## src/rtl/tg_pkg.sv

```systemverilog
package tg_pkg;
    // Defaults shared by the guard and its submodules
    localparam int TG_BW_W      = 8;
    localparam int TG_CNT_W     = 8;
    localparam int TG_SAMPLE_MS = 100;
    localparam int TG_WINDOW_MS = 2000;
    localparam int TG_PULSE_MS  = 20;
    localparam int TG_HOLD_MS   = 6000;
    localparam int TG_TRIG_CNT  = 6;
    localparam int TG_BOOST     = 20;
    localparam int TG_BW_MAX    = 10;
endpackage

```

## src/rtl/tg_sampler.sv

```systemverilog
module tg_sampler #(
    parameter int SAMPLE_MS = tg_pkg::TG_SAMPLE_MS
) (
    input  logic clk,
    input  logic rst_n,
    input  logic ms_tick,
    input  logic en_i,
    output logic evt_o
);
    localparam int SW = (SAMPLE_MS > 1) ? $clog2(SAMPLE_MS) : 1;

    typedef struct packed {
        logic [SW-1:0] div;
        logic          held;
    } samp_t;

    samp_t s_d, s_q;
    logic  refresh;

    always_comb begin
        s_d     = s_q;
        refresh = ms_tick && (s_q.div == SW'(SAMPLE_MS - 1));
        evt_o   = refresh && (en_i ^ s_q.held);
        if (ms_tick) begin
            s_d.div = refresh ? '0 : s_q.div + 1'b1;
        end
        if (refresh) begin
            s_d.held = en_i;
        end
    end

    always_ff @(posedge clk or negedge rst_n) begin
        if (!rst_n) s_q <= '0;
        else        s_q <= s_d;
    end
endmodule

```

## src/rtl/tg_window.sv

```systemverilog
module tg_window #(
    parameter int WINDOW_MS = tg_pkg::TG_WINDOW_MS,
    parameter int PULSE_MS  = tg_pkg::TG_PULSE_MS
) (
    input  logic clk,
    input  logic rst_n,
    input  logic ms_tick,
    output logic pulse_o
);
    localparam int WW = (WINDOW_MS > 1) ? $clog2(WINDOW_MS) : 1;

    logic [WW-1:0] ph_d, ph_q;

    always_comb begin
        ph_d    = ph_q;
        pulse_o = (ph_q < WW'(PULSE_MS));
        if (ms_tick) begin
            ph_d = (ph_q == WW'(WINDOW_MS - 1)) ? '0 : ph_q + 1'b1;
        end
    end

    always_ff @(posedge clk or negedge rst_n) begin
        if (!rst_n) ph_q <= '0;
        else        ph_q <= ph_d;
    end
endmodule

```

## src/rtl/tg_counter.sv

```systemverilog
module tg_counter #(
    parameter int CNT_W     = tg_pkg::TG_CNT_W,
    parameter int TRIG_CNT  = tg_pkg::TG_TRIG_CNT
) (
    input  logic             clk,
    input  logic             rst_n,
    input  logic             clr_i,
    input  logic             evt_i,
    output logic             trig_o,
    output logic [CNT_W-1:0] cnt_o
);
    logic [CNT_W-1:0] cnt_d, cnt_q;

    always_comb begin
        cnt_d  = cnt_q;
        trig_o = 1'b0;
        if (clr_i) begin
            // events inside the clear pulse are discarded
            cnt_d = '0;
        end else if (evt_i) begin
            cnt_d  = cnt_q + 1'b1;   // wraps from all-ones to zero
            trig_o = (cnt_q == CNT_W'(TRIG_CNT - 1));
        end
        cnt_o = cnt_q;
    end

    always_ff @(posedge clk or negedge rst_n) begin
        if (!rst_n) cnt_q <= '0;
        else        cnt_q <= cnt_d;
    end
endmodule

```

## src/rtl/tg_hold.sv

```systemverilog
module tg_hold #(
    parameter int HOLD_MS = tg_pkg::TG_HOLD_MS
) (
    input  logic clk,
    input  logic rst_n,
    input  logic ms_tick,
    input  logic trig_i,
    output logic active_o
);
    localparam int HW = $clog2(HOLD_MS + 1);

    logic [HW-1:0] rem_d, rem_q;

    always_comb begin
        rem_d = rem_q;
        if (trig_i) begin
            rem_d = HW'(HOLD_MS);      // full reload, also while running
        end else if (ms_tick && (rem_q != '0)) begin
            rem_d = rem_q - 1'b1;
        end
        active_o = (rem_q != '0);
    end

    always_ff @(posedge clk or negedge rst_n) begin
        if (!rst_n) rem_q <= '0;
        else        rem_q <= rem_d;
    end
endmodule

```

## src/rtl/toggle_guard.sv

```systemverilog
module toggle_guard #(
    parameter int BW_W      = tg_pkg::TG_BW_W,
    parameter int CNT_W     = tg_pkg::TG_CNT_W,
    parameter int SAMPLE_MS = tg_pkg::TG_SAMPLE_MS,
    parameter int WINDOW_MS = tg_pkg::TG_WINDOW_MS,
    parameter int PULSE_MS  = tg_pkg::TG_PULSE_MS,
    parameter int HOLD_MS   = tg_pkg::TG_HOLD_MS,
    parameter int TRIG_CNT  = tg_pkg::TG_TRIG_CNT,
    parameter int BOOST     = tg_pkg::TG_BOOST,
    parameter int BW_MAX    = tg_pkg::TG_BW_MAX
) (
    input  logic                   clk,
    input  logic                   rst_n,
    input  logic                   ms_tick,
    input  logic                   stage1_en,
    input  logic signed [BW_W-1:0] cfg_upper_bw,
    output logic signed [BW_W-1:0] eff_upper_bw
);
    localparam int SW = BW_W + 1;
    localparam logic signed [SW-1:0] MAX_S   = SW'(BW_MAX);
    localparam logic signed [SW-1:0] BOOST_S = SW'(BOOST);

    logic             evt;
    logic             win_pulse;
    logic             trig;
    logic             boost_on;
    logic [CNT_W-1:0] cnt;
    logic signed [SW-1:0] sum;

    tg_sampler #(.SAMPLE_MS(SAMPLE_MS)) u_samp (
        .clk(clk), .rst_n(rst_n), .ms_tick(ms_tick),
        .en_i(stage1_en), .evt_o(evt)
    );

    tg_window #(.WINDOW_MS(WINDOW_MS), .PULSE_MS(PULSE_MS)) u_win (
        .clk(clk), .rst_n(rst_n), .ms_tick(ms_tick), .pulse_o(win_pulse)
    );

    tg_counter #(.CNT_W(CNT_W), .TRIG_CNT(TRIG_CNT)) u_cnt (
        .clk(clk), .rst_n(rst_n), .clr_i(win_pulse), .evt_i(evt),
        .trig_o(trig), .cnt_o(cnt)
    );

    tg_hold #(.HOLD_MS(HOLD_MS)) u_hold (
        .clk(clk), .rst_n(rst_n), .ms_tick(ms_tick),
        .trig_i(trig), .active_o(boost_on)
    );

    // boosted sum, one bit wider, then clamped at the ceiling
    always_comb begin
        sum = $signed({cfg_upper_bw[BW_W-1], cfg_upper_bw})
            + (boost_on ? BOOST_S : '0);
        if (sum > MAX_S) eff_upper_bw = MAX_S[BW_W-1:0];
        else             eff_upper_bw = sum[BW_W-1:0];
    end
endmodule

```

## config.mk

```make
export PLATFORM = sky130hd
export DESIGN_NAME = toggle_guard
export DESIGN_NICKNAME = d
export VERILOG_FILES = /design/src/rtl/tg_pkg.sv /design/src/rtl/tg_sampler.sv /design/src/rtl/tg_window.sv /design/src/rtl/tg_counter.sv /design/src/rtl/tg_hold.sv /design/src/rtl/toggle_guard.sv
export SDC_FILE = /design/constraint.sdc
export NUM_CORES = 1
export LEC_CHECK = 0
export ABC_AREA = 0
export ABC_CLOCK_PERIOD_IN_PS = 6900
export CORE_MARGIN = 2
export CORE_UTILIZATION = 45
export DETAILED_ROUTE_END_ITERATION = 12
export SETUP_SLACK_MARGIN = 0.1
export SYNTH_ARGS = -nofsm -noshare
export SYNTH_HDL_FRONTEND = slang
export SYNTH_SLANG_ARGS = --single-unit
```

## constraint.sdc

```tcl
create_clock -name clk -period 6.9 [get_ports clk]
set_clock_uncertainty 0.15 [all_clocks]
set_input_delay 1.035 -clock clk [delete_from_list [all_inputs] [get_ports clk]]
set_output_delay 1.035 -clock clk [all_outputs]
set_load 0.03 [all_outputs]
```

# == Yosys cells after proc, flatten, opt, wreduce, memory -nomap -nowiden ==
# Index checks and enable logic that the tools add are counted.
# totals
ff_bits,40
in_bits,12
output_inout_bits,8
elab_cells,32
# op_classes
addsub,5
order_cmp,2
n_eq_ne,3
n_mux,10
bitwise_logic,1
reduce_logical,6
# op_table
operator,count
2-to-1 mux 13 bit,2
2-to-1 mux 8 bit,3
nonzero test 13 bit,1
subtractor 13 x 1 -> 13 bit (second input constant),1
adder 11 x 1 -> 11 bit (second input constant),1
equality test 11 bit (second input constant),1
< comparator 11 x 5 -> 1 bit (second input constant),1
2-to-1 mux 11 bit,1
adder 8 x 6 -> 9 bit,1
> comparator 9 x 5 -> 1 bit (second input constant),1
adder 8 x 1 -> 8 bit (second input constant),1
equality test 8 x 3 -> 1 bit (second input constant),1
adder 7 x 1 -> 7 bit (second input constant),1
equality test 7 bit (second input constant),1
2-to-1 mux 7 bit,1
2-to-1 mux 5 bit,1
nonzero test 2 bit,2
logical AND 1 bit,3
2-to-1 mux 1 bit,2
XOR 1 bit,1

# == Depth between registers and ports, before layout ==
# Gate-level depths: netlist of the first run.
# logic_depth
ltp_word,6
ltp_mapped,10
mapped_depth_nobuf,10

# == Hierarchy ==
# Synthesis of the first run repeated with hierarchy kept, for this count alone.
# hier_totals
cells_unflattened,254
hier_area_um2,2437.3
# modules_own_cells
module,n_inst,cells_per_inst,area_each_um2,seq_area_each_um2
tg_hold,1,78,745.7,325.3
tg_window,1,70,641.9,275.3
tg_counter,1,42,424.2,200.2
tg_sampler,1,38,412.9,200.2
toggle_guard,1,26,212.7,0.0

# == Worst setup path after synthesis of the first run ==
# No wires, ideal clock.
# synth_timing
path_kind,reg2out
startpoint,register u_hold.rem_q[0]
endpoint,output eff_upper_bw[0]
arrival_time_ps,2677
t_required_ps,5715
slack_ps,3038
stages_incl_launch_ff,10
n_path_buf,0
path_cell_list,dfrtp_1 > inv_1 > ha_1 > nor4b_2 > nand3_1 > ha_1 > ha_1 > a2111oi_0 > a311oi_1 > nor2b_1
# synth_via
elab_chain_cells,5
# synth_rtl
item,line_no,text
"start, declared",tg_hold.sv:12,"logic [HW-1:0] rem_d, rem_q;"
"start signal, assigned",tg_hold.sv:26,else rem_q <= rem_d;
nonzero test 13 bit,tg_hold.sv:21,active_o = (rem_q != '0);
2-to-1 mux 5 bit,toggle_guard.sv:52,+ (boost_on ? BOOST_S : '0);
adder 8 x 6 -> 9 bit,toggle_guard.sv:52,
> comparator 9 x 5 -> 1 bit,toggle_guard.sv:53,if (sum > MAX_S) eff_upper_bw = MAX_S[BW_W-1:0];
2-to-1 mux 8 bit,toggle_guard.sv:53,
"end, declared",toggle_guard.sv:17,output logic signed [BW_W-1:0] eff_upper_bw
# No other way between the ends.

# == Final worst setup path of the first run ==
# layout_timing
startpoint,register u_hold.rem_q[9]
endpoint,output eff_upper_bw[3]
# layout_via
elab_chain_cells,5
# layout_rtl
item,line_no
nonzero test 13 bit (*),tg_hold.sv:21
2-to-1 mux 5 bit (*),toggle_guard.sv:52
adder 8 x 6 -> 9 bit (*),toggle_guard.sv:52
> comparator 9 x 5 -> 1 bit,toggle_guard.sv:53
2-to-1 mux 8 bit (*),toggle_guard.sv:53
# Mark *: on every way between the ends. The rest lies on a longest branch, timed or not.

==> results of run 1 <==
==> flip-flops by register name (all words and copies together), names as in the netlist <==
register      flops
u_win.ph_q       11
u_samp.s_q        8
u_hold.rem_q     13
u_cnt.cnt_o       8
==> metrics by stage <==
stage	setup slack [ps]	power [mW]	std cells
after floorplan	3040	0.594	244
after global placement	2310	0.661	328
after detailed placement	2260	0.666	328
after CTS	1940	0.877	336
after global routing	1440	0.941	336
final	1930	0.866	336
==> worst paths after layout <==
path	start	to	slack (ps)	cells past startpoint
max	u_hold.rem_q[9]	eff_upper_bw[3]	1930	8
min reg2reg	u_samp.s_q[0]	u_samp.s_q[0]	350	2
max in group asynchronous	rst_n	u_win.ph_q[1]	5330	1
min in group asynchronous	rst_n	u_hold.rem_q[6]	710	1
min	u_samp.s_q[0]	u_samp.s_q[0]	350	2
max reg2reg	u_samp.s_q[1]	u_hold.rem_q[1]	4380	5
==> cell type report <==
cell class,instances,area [sq um],area share
clock buffer,7,96.3,0.0358
clock inverter,1,30.0,0.0112
inverter,7,26.3,0.00976
multi-input combinational,191,1260,0.467
sequential,40,1000,0.372
tap,70,87.6,0.0325
timing repair buffer,20,193,0.0716
==> layout by cell type (no fill, tap or decap), drive strengths merged <==
cell type | synthesis | routed
nand3b | 1 | 1
a31o | 1 | 1
mux2i | 1 | 1
a211oi | 2 | 2
or4b | 4 | 4
nor3 | 6 | 6
a21o | 2 | 2
ha | 9 | 9
xor2 | 7 | 7
a31oi | 6 | 6
a21oi | 15 | 15
clkbuf | 3 | 7
a311oi | 2 | 2
clkdlybuf4s50 | 0 | 18
nand4 | 10 | 10
and3 | 4 | 4
and4 | 1 | 1
or4bb | 1 | 1
nor4 | 9 | 9
mux2 | 3 | 3
o21ai | 8 | 8
nor2 | 24 | 24
a2111oi | 1 | 1
or4 | 6 | 6
nand2b | 2 | 2
o211ai | 2 | 2
nor2b | 3 | 3
or3 | 5 | 5
bufinv | 0 | 1
nor4bb | 1 | 1
nor4b | 1 | 1
nand3 | 6 | 6
nand2 | 21 | 21
inv | 7 | 7
xnor2 | 15 | 15
or2 | 7 | 7
dfrtp | 40 | 40
buf | 3 | 2
o31ai | 5 | 5
==> per-layer routing <==
metal	vias to the layer above	GRT usage	wire length, um
met2	26	0.271	1940
met5	-	0	0
met1	880	0.227	2050
met3	4	0.0357	135
met4	0	0.0468	33
li1	936	-	-
==> logic make-up after synthesis <==
logic type      Yosys count  share of synthesized area
buf+inv                  13                     0.0248
xor+xnor                 22                     0.0832
compound gates           44                      0.117
simple gates            112                      0.276
flops                    40                      0.432
fa+ha+maj                 9                     0.0486
mux                       4                     0.0189
==> critical path: stages, from the launching register on <==
cell and delay, ps:
dfrtp_1 420, nor4_1 650, nand3_1 340, ha_1 410
a31oi_1 320, a2111oi_0 130, a311oi_1 380, or2_2 180
clkdlybuf4s50_1 660
==> report_power, final <==
group,leakage (nW),switching (mW),total [mW],internal [mW]
combinational,0.525,0.138,0.262,0.124
clock,0.0645,0.0781,0.206,0.128
sequential,0.508,0.0866,0.399,0.312
total,1.10,0.302,0.866,0.564
==> metrics.md, run 1 <==
| Metric | Value |
|---|---|
| Synth cell types | 46 |
| Post-Syn Instances | 244 |
| PortBufs | 19 |
| Ys flop type | dfrtp_1 |
| EDFF count, synth | 0 |
| Final setup viols | 0 |
| Max clock buf depth | 2 |
| Cell area power density | 322 nW/um^2 |
| Unrepaired setup endpoints after global routing | no |
| GRT Util Overall | 0.167 |
| Post-Syn Area | 2320 sq um |
| Vias in the first global route | 1764 |
| Total Wirelength | 4.15 mm |
| CTS tree | done |
| Fin crit share | 0.721 |
| Worst Setup End Kind | primary output |
| WL/cell | 12.4 um |
| Setup Buffers After CTS | 0 |
| Crit path kind | flip-flop to primary output |
| Clk root buf | clkbuf_8 |
| Commonest cells post-synth | dfrtp_1, nor2_1, nand2_1, a21oi_1, xnor2_1 |
| Clock Sinks | 40 |
| Synth top area share | 0.432 |
| Clock latency on the worst-skew pair | 290 ps |
| First-pass GRT wire length | 7.50 mm |
| Pre-antenna DRT Iters | 6 |
| Core area | 5040 sq um |
| Ant diodes | 0 |
| Final Wtd Congestion | 0.833 |
| Die Wd | 75.7 um |
| Rows | 26 |
| Initial antenna violation count | 0 |
| Min Hold Slack | 347 ps |
| Layout net count | 286 |
| Top post-synthesis cells by area | dfrtp_1, xnor2_1, ha_1 |
| Htree depth | 2 |
| Initial DRC Count | 53 |
| HPWL after DPL | 3.00 mm |
| Share of cells above drive strength 1 | 0.105 |
| Die height | 75.7 um |
| Total CTS buffers | 5 |
| VDD IR max | 168 uV |
| Largest net degree at the start of global routing | 41 |
| WP data required | 5710 ps |
| Synthesis-to-layout area growth | 16.2% |
| Post-DP Area | 2560 sq um |
| Grt total ovfl | 0 |
| Fin util | 0.534 |
| Area leader, netlist | dfrtp_1 |
| Max Cap Viol | 0 |
| Fin. max-slew vios | 0 |
| #FFs+latches synth | 40 |
| DRC Markers | 0 |
| P_leak | 1.10 nW |
| Sequential element share of the synthesized area | 0.432 |
| Fraction of registers with async set/reset | 1.00 |
| Initial Util | 0.459 |
| Post-Route Setup TNS | 0 ps |
| ANT nets after route | 0 |
| Vias | 1846 |
| Status | completed |
| Minimum clock period | 4970 ps |
| Most frequent cell after synthesis | dfrtp_1 |
| Die area | 5740 sq um |
| Startpoint Class | flip-flop |
| F_max | 201 MHz |
| Finished Cell Area | 2690 sq um |
| # IOs | 20 |
| Worst Path Max Fanout | 6 |
| Fin. Hold Viols | 0 |
| Hold Crit Class | flip-flop to flip-flop |
| Post-Syn Nets | 265 |
| Vias per inst | 5.49 |
| Synth Area per Inst | 9.49 sq um |
| Critical Path AT | 3790 ps |
| Slew margin rel. | 0.303 |
| Fillers | 461 |
| YS warnings | 0 |
| CTS Hold Buffers Added | 0 |
| Clock transition at path regs | 80 ps |
| Least-Margin Pin Slew | 1040 ps |
| PostCTS Resize Cnt | 0 |
No activity file was read; power rests on OpenSTA's default activity.
==> run 2, diff against run 1 <==
Settings changed: ABC_CLOCK_PERIOD_IN_PS 6900 to 4000, PLACE_DENSITY from default to 0.67.
Clock period 6.9 ns to 4 ns, I/O delays scaled along.
==> run 2 against run 1 <==
  * Critical path depth grew 1
  * Wire length increased by 10%
  * First-iteration DRC count grew 51%
  * Register-to-register slack got worse by 2600 ps
  * Critical path type unchanged
  * Largest cell class unchanged
  * Highest routed layer unchanged
==> metrics.md, run 2 (synthesis gave the netlist of run 1 again) <==
| Metric | Value |
|---|---|
| Min Hold Slack | 269 ps |
| Switch Pwr | 543 uW |
| Finished Cell Area | 2740 sq um |
| Fin. max-slew vios | 0 |
| Pre-antenna DRT Iters | 4 |
| Area of the multi-input gates | 1290 sq um |
| Post-Route Setup TNS | 0 ps |
| GR Util met3 | 0.0437 |
| Crit-path cells | nor4_1 > nand3_2 > ha_1 > ha_1 > xor2_2 > a21oi_1 > a311oi_2 > nor2b_1 > dlygate4sd2_1 |
| PortBufs | 19 |
| First-pass GRT wire length | 7.79 mm |
| Clock transition at path regs | 90 ps |
| Core area | 5040 sq um |
| Initial antenna violation count | 0 |
| # IOs | 20 |
| Least-Margin Pin Slew | 887 ps |
| Worst Setup End Kind | primary output |
| Delay of the slowest critical-path stage | 480 ps |
| GR peak layer | met2 |
| Combinational share of power | 0.325 |
| Max reg flops | 13 |
| Buf+Inv Stages, Crit Path | 1 |
| Fin cells | 342 |
| Post-DP Area | 2610 sq um |
| HPWL after DPL | 3.24 mm |
| Clock Sinks | 40 |
| Htree depth | 2 |
| Final setup viols | 0 |
| Commonest non-fill, non-tap cell in the layout | dfrtp_1 |
| P_leak | 1.17 nW |
| Die area | 5740 sq um |
| DRC Markers | 0 |
| Vias per inst | 5.50 |
| Clock latency on the worst-skew pair | 300 ps |
| Clk root buf | clkbuf_8 |
| Synthesis-to-layout area growth | 18.1% |
| Crit path kind | flip-flop to primary output |
| Final Wtd Congestion | 0.814 |
| Most common cell on crit path | ha_1 |
| Crit-path leading delay family | simple AND/OR/NAND/NOR gates |
| Critical Path AT | 3060 ps |
| Setup Buffers After CTS | 0 |
| Die Wd | 75.7 um |
| Total Wirelength | 4.57 mm |
| Placed insts | 334 |
| Slew margin rel. | 0.408 |
| Hold Crit Class | primary input to asynchronous set/reset pin |
| WP data required | 3250 ps |
| Largest net degree at the start of global routing | 41 |
| Share of cells above drive strength 1 | 0.154 |
| Cell area power density | 527 nW/um^2 |
| Grt total ovfl | 0 |
| Internal Dissipation | 897 uW |
| Total CTS buffers | 5 |
| Layout net count | 292 |
| VDD IR max | 308 uV |
| Crit. Startpoint | u_hold.rem_q[8] |
| Fin. Hold Viols | 0 |
| Crit path max-delay cell type | nor4_1 |
| Clock Power Share | 0.197 |
| Register with the most flip-flops | u_hold.rem_q |
| WL/cell | 13.4 um |
| Largest regs | u_hold.rem_q: 13 flops, u_win.ph_q: 11 flops |
| Unrepaired setup endpoints after global routing | yes |
| Worst Path Max Fanout | 6 |
| Sequential power share | 0.478 |
| Vias in the first global route | 1733 |
| Initial DRC Count | 80 |
| Minimum clock period | 3810 ps |
| Fillers | 480 |
| Most frequent cells in the layout | dfrtp_1, nor2_1, nand2_1 |
| Max clock buf depth | 2 |
| GRT Util Overall | 0.176 |
| Worst r2r src | u_samp.s_q[1] |
| Switch share | 0.377 |
| Startpoint Class | flip-flop |
| Max Cap Viol | 0 |
| Met1 usage | 0.245 |
| Die height | 75.7 um |
| Ant diodes | 0 |
| Status | completed |
| CTS Hold Buffers Added | 0 |
| Met2 Use GR | 0.274 |
| Reg area | 1000 sq um |
| Initial Util | 0.459 |
| Vias | 1881 |
| ANT nets after route | 0 |
| F_max | 262 MHz |
| CTS tree | done |
| Fin crit share | 0.953 |
| Total power | 1.44 mW |
| PostCTS Resize Cnt | 5 |
| Rows | 26 |
==> run 2: metal layers <==
| metal | vias to the layer above | wire, um |
|---|---|---|
| met5 | - | 0 |
| met1 | 910 | 2250 |
| met3 | 9 | 93 |
| met4 | 0 | 73 |
| li1 | 948 | - |
| met2 | 14 | 2150 |
==> run 2: final cells by class <==
class                      instances  area share
clock buffer                       6      0.0302
clock inverter                     2     0.00366
inverter                           7     0.00961
multi-input combinational        191       0.473
sequential                        40       0.366
tap                               70      0.0320
timing repair buffer              26      0.0851
==> run 2: path summary, 6_finish.rpt <==
check	cells after the start	slack [ps]	end
worst max-delay path	9	190	eff_upper_bw[2]
worst max register to register	5	1750	u_hold.rem_q[6]
max in group asynchronous	1	2870	u_win.ph_q[5]
min in group clk	2	350	u_samp.s_q[0]
worst min register to register	2	350	u_samp.s_q[0]
worst min-delay path	1	270	u_cnt.cnt_o[5]
==> run 2: worst reg2reg max path: stages, from the launching register on <==
cell and delay, ps:
dfrtp_1 380, ha_1 220, nand3_2 110, or3_4 490
or4_1 670, o211ai_1 150
==> run 2: metrics by stage <==
step | util | setup WS, ps
after detailed placement | 0.517 | 222
after floorplan | - | 573
after global routing | 0.542 | -96.0
after CTS | 0.536 | 130
final | 0.542 | 189
after global placement | 0.517 | 397
==> run 2: power by group through the flow <==
stage / sequential [mW] / clock [mW] / combinational [mW]
floorplan: 0.653 / 0 / 0.371
global placement: 0.689 / 0 / 0.454
detailed placement: 0.695 / 0 / 0.467
CTS: 0.688 / 0.291 / 0.468
global route: 0.717 / 0.308 / 0.544
finish: 0.689 / 0.283 / 0.468
==> run 3, diff against run 2 <==
Settings changed: RECOVER_POWER from default to 100.
==> run 3 against run 2 <==
  * The run now ends with capacitance limit, slew limit left
  * Setup slack better by 0.60 ps
  * Global-route usage unchanged
  * Total power down 0.66%
  * Wire length down 0.11%
  * Die area unchanged
  * Via count up 0.58%
  * Flip-flop and latch count unchanged
  * Critical path depth unchanged
  * Register-to-register slack worse by 150 ps
  * Worst hold slack better by 80 ps
  * Critical path type unchanged
==> metrics.md, run 3 (synthesis gave the netlist of run 1 again) <==
| Metric | Value |
|---|---|
| Startpoint Class | flip-flop |
| CTS tree | done |
| Worst R2R End | u_hold.rem_q[6] |
| Die height | 75.7 um |
| Htree depth | 2 |
| P_leak | 1.10 nW |
| Clock Sinks | 40 |
| Share of cells above drive strength 1 | 0.129 |
| Sequential power share | 0.480 |
| Critical Path AT | 3060 ps |
| Worst Setup End Kind | primary output |
| Slew margin rel. | -0.423 |
| R2r setup slk | 1600 ps |
| F_max | 262 MHz |
| Worst r2r path cells | 5 |
| Vias | 1892 |
| Crit path kind | flip-flop to primary output |
| Crit. Startpoint | u_hold.rem_q[8] |
| Initial Util | 0.459 |
| Layout net count | 292 |
| Register with the most flip-flops | u_hold.rem_q |
| Ant diodes | 0 |
| Post-Route Setup TNS | 0 ps |
| Total power | 1.43 mW |
| Vias per inst | 5.53 |
| Most frequent cells in the layout | dfrtp_1, nor2_1, nand2_1 |
| Status | finished with violations |
| Switch share | 0.376 |
| WP data required | 3250 ps |
| WL/cell | 13.3 um |
| Final Wtd Congestion | 0.814 |
| Largest net degree at the start of global routing | 41 |
| Unrepaired setup endpoints after global routing | yes |
| CTS Hold Buffers Added | 0 |
| Worst Hold Depth | 2 |
| Fin. max-slew vios | 41 |
| Initial DRC Count | 87 |
| Pre-antenna DRT Iters | 4 |
| Vias in the first global route | 1733 |
| Max reg flops | 13 |
| Fin. Hold Viols | 0 |
| Clock Power Share | 0.196 |
| Clk root buf | clkbuf_8 |
| Rows | 26 |
| Largest regs | u_hold.rem_q: 13 flops, u_win.ph_q: 11 flops |
| Total Wirelength | 4.56 mm |
| Fillers | 491 |
| Core area | 5040 sq um |
| Hold Crit Class | flip-flop to flip-flop |
| Switch Pwr | 538 uW |
| VDD IR max | 306 uV |
| HPWL after DPL | 3.24 mm |
| Max clock buf depth | 2 |
| Hold Path End | u_samp.s_q[0] |
| Commonest non-fill, non-tap cell in the layout | dfrtp_1 |
| Synthesis-to-layout area growth | 15.7% |
| Least-Margin Pin Slew | 2130 ps |
| Die Wd | 75.7 um |
| Setup Buffers After CTS | 0 |
| Die area | 5740 sq um |
| Cell area power density | 534 nW/um^2 |
| Minimum clock period | 3810 ps |
| DRC Markers | 0 |
| Hold path startpoint | u_samp.s_q[0] |
| Max Cap Viol | 1 |
| Total CTS buffers | 5 |
| First-pass GRT wire length | 7.79 mm |
| # IOs | 20 |
| Worst r2r src | u_samp.s_q[1] |
| Fin crit share | 0.953 |
| ANT nets after route | 0 |
| Initial antenna violation count | 0 |
| Fin util | 0.532 |
| Failing checks | capacitance limit, slew limit |
| Final setup viols | 0 |
| Grt total ovfl | 0 |
| GRT Util Overall | 0.176 |
| PostCTS Resize Cnt | 5 |
| Worst Path Max Fanout | 6 |
| PortBufs | 19 |
| Internal Dissipation | 893 uW |
| Combinational share of power | 0.323 |
| Clock transition at path regs | 80 ps |
| Clock latency on the worst-skew pair | 300 ps |
## run 3: changes by cell type in the layout (fill, tap and decap cells not counted)
cell and change:
nor4_2 -1, dlymetal6s2s_1 -3, buf_4 -3, or3_1 +1, nor4_1 +1, nand3_1 +1
buf_2 -1, dlygate4sd3_1 +1, clkbuf_1 +7, nand3_2 -1, or3_4 -1, clkdlybuf4s50_1 -1
## run 3: final cells by class
| class | instances | area, sq um | area share |
|---|---|---|---|
| Timing Repair Buffer | 26 | 194 | 0.0724 |
| Sequential cell | 40 | 1000 | 0.373 |
| Inverter | 7 | 26.3 | 0.00980 |
| Tap cell | 70 | 87.6 | 0.0327 |
| Clock buffer | 6 | 82.6 | 0.0308 |
| Clock inverter | 2 | 10.0 | 0.00373 |
| Multi-Input combinational cell | 191 | 1280 | 0.477 |
## run 3: power by group through the flow
stage / registers [mW] / clock network [mW] / logic, mW
2_1_floorplan: 0.653 / 0 / 0.371
3_3_place_gp: 0.689 / 0 / 0.454
3_5_place_dp: 0.695 / 0 / 0.467
4_1_cts: 0.688 / 0.291 / 0.468
5_1_grt: 0.716 / 0.308 / 0.539
6_report: 0.687 / 0.281 / 0.462
## run 3: metal layers
layer | routed length, um | GRT usage | share of wire | vias up
li1 | - | - | - | 950
met1 | 2250 | 0.245 | 0.49 | 918
met4 | 69 | 0.0468 | 0.015 | 0
met5 | 0 | 0 | 0 | -
met2 | 2140 | 0.274 | 0.47 | 16
met3 | 101 | 0.0437 | 0.022 | 8
## run 3: worst max-delay path: stages (launching register included)
cell           delay (ps)
dfrtp_1               450
nor4_1                480
nand3_2               220
ha_1                  260
ha_1                  230
xor2_2                200
a21oi_1               100
a311oi_2              380
nor2b_1                80
dlygate4sd2_1         360
## run 3: worst max path at each step
stage,end,slack (ps),cells after the start
6_report,eff_upper_bw[2],190,9
5_1_grt,eff_upper_bw[2],-100,11
4_1_cts,eff_upper_bw[7],130,10
3_5_place_dp,eff_upper_bw[2],220,11
3_3_place_gp,eff_upper_bw[2],400,10
2_1_floorplan,eff_upper_bw[0],570,9
## run 3: stage by stage
stage          worst slack (ps)  instances  hold slack, ps  area [sq um]
6_report                    189        342             349          2680
5_1_grt                   -96.0        342             384          2680
4_1_cts                     130        342             313          2700
3_5_place_dp                222        334             332          2610
3_3_place_gp                397        334             331          2610
2_1_floorplan               573        244             154          2320
